--- src/rtl/pwrup_reset_pkg.sv ---
package pwrup_reset_pkg;

  // Release strobes from the delay control to the output registers.
  typedef struct packed {
    logic releasePhyB;
    logic releaseCore;
  } relStrobe_t;

endpackage

--- src/rtl/reset_sync_chain.sv ---
module reset_sync_chain #(
  parameter int STAGES = 2
) (
  input  logic clk,
  input  logic arstN,
  output logic syncRstN
);
  logic [STAGES-1:0] chain;

  // Low goes through at once; a release shifts in a 1 on each clock.
  always_ff @(posedge clk or negedge arstN) begin
    if (!arstN) chain <= '0;
    else        chain <= {chain[STAGES-2:0], 1'b1};
  end

  assign syncRstN = chain[STAGES-1];
endmodule

--- src/rtl/reset_delay_ctrl.sv ---
module reset_delay_ctrl
  import pwrup_reset_pkg::*;
#(
  parameter int PHYB_DELAY = 100,
  parameter int CORE_DELAY = 10_000_000
) (
  input  logic       clk,
  input  logic       arstN,
  input  logic       syncRstN,
  output relStrobe_t strobe
);
  localparam int MAX_DELAY = (PHYB_DELAY > CORE_DELAY) ? PHYB_DELAY : CORE_DELAY;
  localparam int CNT_W     = (MAX_DELAY > 1) ? $clog2(MAX_DELAY + 1) : 1;
  localparam logic [CNT_W-1:0] CNT_LAST   = CNT_W'(MAX_DELAY - 1);
  localparam logic [CNT_W-1:0] PHYB_MATCH = CNT_W'(PHYB_DELAY - 1);
  localparam logic [CNT_W-1:0] CORE_MATCH = CNT_W'(CORE_DELAY - 1);

  logic [CNT_W-1:0] cycleCnt;

  // Counts the cycles since the synchronised release and saturates,
  // so the strobes stay high once reached.
  always_ff @(posedge clk or negedge arstN) begin
    if (!arstN)               cycleCnt <= '0;
    else if (!syncRstN)       cycleCnt <= '0;
    else if (cycleCnt != CNT_LAST) cycleCnt <= cycleCnt + 1'b1;
  end

  always_comb begin
    strobe.releasePhyB = syncRstN && (cycleCnt >= PHYB_MATCH);
    strobe.releaseCore = syncRstN && (cycleCnt >= CORE_MATCH);
  end
endmodule

--- src/rtl/reset_out_regs.sv ---
module reset_out_regs
  import pwrup_reset_pkg::*;
(
  input  logic       clk,
  input  logic       arstN,
  input  relStrobe_t strobe,
  output logic       phyBResetN,
  output logic       coreResetN
);
  // Asynchronous clear; the release is taken from the strobe on a clock edge.
  always_ff @(posedge clk or negedge arstN) begin
    if (!arstN) begin
      phyBResetN <= 1'b0;
      coreResetN <= 1'b0;
    end else begin
      phyBResetN <= strobe.releasePhyB;
      coreResetN <= strobe.releaseCore;
    end
  end
endmodule

--- src/rtl/pwrup_reset_seq.sv ---
module pwrup_reset_seq
  import pwrup_reset_pkg::*;
#(
  parameter int SYNC_STAGES = 2,
  parameter int PHYB_DELAY  = 100,
  parameter int CORE_DELAY  = 10_000_000
) (
  input  logic clk,
  input  logic arstN,
  output logic phyAResetN,
  output logic phyBResetN,
  output logic coreResetN
);
  logic       syncRstN;
  relStrobe_t strobe;

  reset_sync_chain #(.STAGES(SYNC_STAGES)) u_sync (
    .clk      (clk),
    .arstN    (arstN),
    .syncRstN (syncRstN)
  );

  reset_delay_ctrl #(.PHYB_DELAY(PHYB_DELAY), .CORE_DELAY(CORE_DELAY)) u_ctrl (
    .clk      (clk),
    .arstN    (arstN),
    .syncRstN (syncRstN),
    .strobe   (strobe)
  );

  reset_out_regs u_regs (
    .clk        (clk),
    .arstN      (arstN),
    .strobe     (strobe),
    .phyBResetN (phyBResetN),
    .coreResetN (coreResetN)
  );

  assign phyAResetN = syncRstN;
endmodule

--- config.mk ---
export PLATFORM = sky130hd
export DESIGN_NAME = pwrup_reset_seq
export DESIGN_NICKNAME = d
export VERILOG_FILES = /design/src/rtl/pwrup_reset_pkg.sv /design/src/rtl/reset_sync_chain.sv /design/src/rtl/reset_delay_ctrl.sv /design/src/rtl/reset_out_regs.sv /design/src/rtl/pwrup_reset_seq.sv
export SDC_FILE = /design/constraint.sdc
export NUM_CORES = 1
export LEC_CHECK = 0
export BUFFER_PORTS_ARGS = -buffer_cell sky130_fd_sc_hd__buf_2
export CORE_MARGIN = 8
export CORE_UTILIZATION = 50
export DETAILED_ROUTE_END_ITERATION = 10
export GPL_ROUTABILITY_DRIVEN = 0
export MAX_ROUTING_LAYER = met4
export PLACE_DENSITY_LB_ADDON = 0.08
export SLEW_MARGIN = 10
export SYNTH_ARGS = -nofsm -noshare
export SYNTH_HDL_FRONTEND = slang
export SYNTH_SLANG_ARGS = --single-unit
--- constraint.sdc ---
create_clock -name clk -period 2.3 [get_ports clk]
set_clock_uncertainty 0.2 [all_clocks]
set_input_delay 0.115 -clock clk [delete_from_list [all_inputs] [get_ports clk]]
set_output_delay 0.115 -clock clk [all_outputs]
set_load 0.02 [all_outputs]
==> Word level (Yosys, flattened, before mapping) <==
Cells that the tools add are included.
{ "word_totals": {"in_bits": 2, "register_bits": 28, "latch_bits": 0, "n_memories": 0, "romBits": 0, "ramBits": 0} }
{ "classes": {"n_bitwise": 0, "mul": 0, "shifts": 0, "addsub": 1, "reduce_logical": 2, "magnitude_cmp": 2, "eq_ne": 2, "div": 0, "muxes": 2} }
{ "ops": {"columns": ["op", "n"], "rows": [
  ["24-bit two-way mux", 2],
  ["24-bit by 1-bit adder with 24-bit output, second input constant", 1],
  ["24-bit greater-or-equal comparator, second input constant", 1],
  ["24-bit by 7-bit greater-or-equal comparator with 1-bit output, second input constant", 1],
  ["24-bit inequality test, second input constant", 1],
  ["1-bit logical AND", 2],
  ["2-bit by 1-bit inequality test with 1-bit output, second input constant", 1]
]} }

==> Logic depth before layout (Yosys ltp) <==
{ "depth": {"word_depth": 3, "depth_mapped": 6, "mapped_depth_nobuf": 5} }

==> By module <==
Synthesis repeated with hierarchy kept, for this count alone.
{ "unflattened": {"cells_unflattened": 165, "area_unflattened_um2": 1570.3} }
{ "modules_own_cells": {"columns": ["module", "cells_each", "instances", "area_per_inst_um2"], "rows": [
  ["reset_delay_ctrl", 160, 1, 1466.4],
  ["reset_sync_chain", 3, 1, 53.8],
  ["reset_out_regs", 2, 1, 50.0]
]} }

==> Least setup slack after synthesis <==
OpenSTA, ideal clock, no wires.
{ "synth_timing": {"path_kind": "register to register", "startpoint": "reg u_ctrl.cycleCnt[0]", "endpoint": "reg u_ctrl.cycleCnt[18]", "arrival_time_ns": 1.722, "synth_period_minus_slack_ns": 2.002, "path_buffers": 1, "stages_incl_launch_ff": 7, "required_ns": 2.020, "path_slack_ns": 0.298, "setup_ns": 0.080, "cell_sequence": "dfrtp_1 > ha_1 > and4_1 > buf_2 > nand4_2 > or4_1 > a21oi_1"} }
{ "synth_between": {"elab_chain_cells": 3, "word_cells_on_any_way": 5, "cone_classes": "add/sub: 1; eq/ne: 2; mux: 2"} }
{ "synth_rtl": {"columns": ["item", "line_no", "rtl"], "rows": [
  ["start: declaration", "reset_delay_ctrl.sv:18", "logic [CNT_W-1:0] cycleCnt;"],
  ["start signal: assignment", "reset_delay_ctrl.sv:25", "else if (cycleCnt != CNT_LAST) cycleCnt <= cycleCnt + 1'b1;"],
  ["24-bit by 1-bit adder with 24-bit output", "reset_delay_ctrl.sv:25", null],
  ["24-bit two-way mux", "reset_delay_ctrl.sv:25", null],
  ["24-bit two-way mux", "reset_delay_ctrl.sv:24", "else if (!syncRstN) cycleCnt <= '0;"]
]} }
Several ways; a longest one is shown, not always the timed one. The select of a mux whose other input is x is not followed.
A chain may end at the register's enable or synchronous reset.

==> Worst setup path in the final report <==
{ "layout_timing": {"startpoint": "reg u_ctrl.cycleCnt[2]", "endpoint": "reg u_ctrl.cycleCnt[13]"} }
The elaborated chain is that of the path after synthesis.

==> impl_metrics.csv <==
group,metric,value,unit
status,outcome,"finished clean",
critical_path,end_kind,"register",
floorplanning,initial_core_util,51.7,%
global_routing,grt_pass1_wl,6220,µm
clock_network,ctsRootBufferMaster,"clkbuf_4",
route,vias_per_cell,6.48,
floorplanning,pin_count,5,
floorplanning,coreArea,3000,µm²
yosys,synth_edf_count,0,
global_routing,use_met1,20.1,%
yosys,synthCells,171,
finish,drive_above_1_share,11.5,%
global_routing,busiest_layer,"met2",
sta,final_max_slew_viol_count,0,
route,wire_per_inst,16.8,µm
clock_network,clkLatencyLatePin,0.33,ns
hold_path,min_path_type,"in2async",
yosys,ys_seq_area_share,45.2,%
global_routing,gr-total-overflow,0,
clock_network,clkSlewWorstSetupHoldPaths,0.16,ns
clock_network,cts_made_buffers,3,
sta,final.setup.tns,0,ns
finish,final_cells,215,
sta,final.min_clock_period,2.16,ns
global_routing,grt_pass1_vias,1319,
clock_network,htreeDepth,1,
yosys,syn_nets,174,
yosys,ys_ff_latch,28,
power_and_ir_drop,leakage,0.684,nW
global_routing,antenna_found_initial,0,
route,vias,1394,
sta,setup_viol,0,
critical_path,r2r-start,"u_ctrl.cycleCnt[2]",
floorplanning,die_height,71.7,µm
critical_path,path_class,"reg2reg",
critical_path,cp_slowest_stage_delay,0.51,ns
yosys,async_reset_ff_share,100,%
power_and_ir_drop,peakVddDrop,0.236,mV
critical_path,arrival,2.22,ns
floorplanning,die_w,71.7,µm
critical_path,required,2.36,ns
clock_network,clock_sinks,28,
critical_path,cp_max_fo,11,
finish,area_delta_synth_final,9.27,%
critical_path,reg2reg_to,"u_ctrl.cycleCnt[13]",
global_routing,met3_usage,2.51,%
sta,grt_setup_unrepaired,"no",
global_routing,grt_start_max_net_pins,29,
sta,holdWs,0.102,ns
sta,worstMarginPinSlew,0.621,ns
critical_path,reg2reg_depth,5,
sta,finalHoldViolCount,0,
route,wirelength,3600,µm
route,ant_nets,0,
yosys,synth_area,1550,µm²
placement,io_buffers,4,
critical_path,cp_common_cell,"or3_1",
global_routing,grt_use_met2,22.6,%
placement,dp.final_hpwl,2540,µm
floorplanning,rows,20,
finish,layout.nets,186,
sta,timing.fmax,463,MHz
yosys,yosys_warnings,0,
route,firstDrtPassIters,4,
critical_path,crit_chain,"nand4_1, or3_1, buf_4, or3_1, a21oi_1",
yosys,synth_cell_type_count,36,
critical_path,crit_slowest_cell,"or3_1",
finish,fill_cells,296,
route,drc_errors,0,
global_routing,grt_usage,15.4,%
placement,dp.cells,208,
sta,fin_crit_sh,93.9,%
run,cap_violations,0,
power_and_ir_drop,powerDensity,465,nW/µm²
yosys,syn_area_per_cell,9.07,µm²
floorplanning,floorplan.die_area,5140,µm²
yosys,synth_ff_type,"dfrtp_1",
sta,slew_headroom,58.6,%
finish,antenna_cells,0,
clock_network,cts_tree,"built",
clock_network,clk_path_buf_depth,2,
critical_path,r2r_setup_slack,0.14,ns
critical_path,start_kind,"register",
route,drt_iter0_drc,136,
==> metrics by stage <==
stage / power (W) / setup WS, ns / utilization (%) / instance area, µm²
3_5_place_dp: 0.000550 / 0.0889 / 54.3 / 1630
6_report: 0.000788 / 0.140 / 56.5 / 1700
2_1_floorplan: 0.000530 / 0.298 / - / 1550
4_1_cts: 0.000797 / 0.0515 / 55.9 / 1680
3_3_place_gp: 0.000548 / 0.187 / 54.3 / 1630
5_1_grt: 0.000812 / 0.00971 / 56.5 / 1700
==> sequential cells by signal (all words and copies together), names as in the netlist <==
signal             flops
u_regs.coreResetN      1
u_sync.chain           2
u_ctrl.cycleCnt       24
u_regs.phyBResetN      1
==> per-layer routing <==
metal,vias to the layer above,share of wire [%]
met5,-,0
met3,4,4.2
met2,28,47
met4,0,0.92
li1,670,-
met1,692,48
==> report_power, final <==
group / internal, W / total (W) / switching (W)
combinational: 0.0000106 / 0.0000362 / 0.0000256
clock: 0.0000969 / 0.000247 / 0.000150
sequential: 0.000498 / 0.000505 / 0.00000629
==> repair_timing <==
| action | 4_1_cts | 5_1_grt |
|---|---|---|
| resized for setup | 0 | 2 |
| hold endpoints to repair | 28 | 0 |
| hold buffers | 1 | 0 |
| setup buffers | 0 | 2 |
| setup endpoints to repair | 0 | 5 |
==> cell type report <==
class / count / area, µm² / share of cell area, %
clock buffer: 4 / 36.3 / 2.14
timing repair buffer: 15 / 105 / 6.20
sequential: 28 / 701 / 41.3
inverter: 3 / 11.3 / 0.664
tap: 33 / 41.3 / 2.44
multi-input combinational: 132 / 801 / 47.2
==> cell usage after synthesis (all sizes together), types with 5 or more instances <==
cell type / n / area, µm²
o31ai: 6 / 45.0
a21oi: 19 / 95.1
nand3: 12 / 60.1
o21ai: 12 / 60.1
nor4: 5 / 31.3
or4: 7 / 52.6
or3: 7 / 43.8
nand4: 7 / 50.1
nand2: 16 / 60.1
dfrtp: 28 / 701
nor2: 5 / 18.8
==> worst max path at each step <==
stage	start	slack (ns)	cells past startpoint	end
after global routing	u_ctrl.cycleCnt[2]	0.01	5	u_ctrl.cycleCnt[13]
after CTS	u_ctrl.cycleCnt[0]	0.05	5	u_ctrl.cycleCnt[20]
after global placement	u_ctrl.cycleCnt[0]	0.19	5	u_ctrl.cycleCnt[18]
after detailed placement	u_ctrl.cycleCnt[0]	0.09	5	u_ctrl.cycleCnt[20]
after floorplan	u_ctrl.cycleCnt[0]	0.30	6	u_ctrl.cycleCnt[18]
final	u_ctrl.cycleCnt[2]	0.14	5	u_ctrl.cycleCnt[13]
==> layout by cell type, fill, tap and decap left out, types with 3 or more instances in the layout <==
| cell type | n |
|---|---|
| a21oi_1 | 19 |
| and3_1 | 3 |
| buf_2 | 4 |
| buf_4 | 10 |
| clkbuf_4 | 3 |
| dfrtp_1 | 28 |
| mux2i_1 | 4 |
| nand2_1 | 16 |
| nand2b_1 | 3 |
| nand3_1 | 12 |
| nand4_1 | 6 |
| nor2_1 | 5 |
| nor3_1 | 4 |
| nor4_1 | 5 |
| o21ai_0 | 12 |
| o31ai_1 | 6 |
| or3_1 | 7 |
| or4_1 | 7 |
==> cell families after synthesis <==
logic type / synth area share [%]
muxes: 2.58
AOI/OAI and AO/OA: 17.7
and+or+nand+nor: 28.4
adders and majority gates: 0.806
other: 0.242
buffers and inverters: 3.39
xor gates and xnor gates: 1.69
DFF: 45.2
==> worst max-delay path: cells and delay by family, from the launching register on <==
kind	cells	cell delay, ns
and+or+nand+nor	3	1.03
DFF	1	0.49
buffers and inverters	1	0.22
AOI/OAI and AO/OA	1	0.16
No activity file was read; power rests on OpenSTA's default activity.
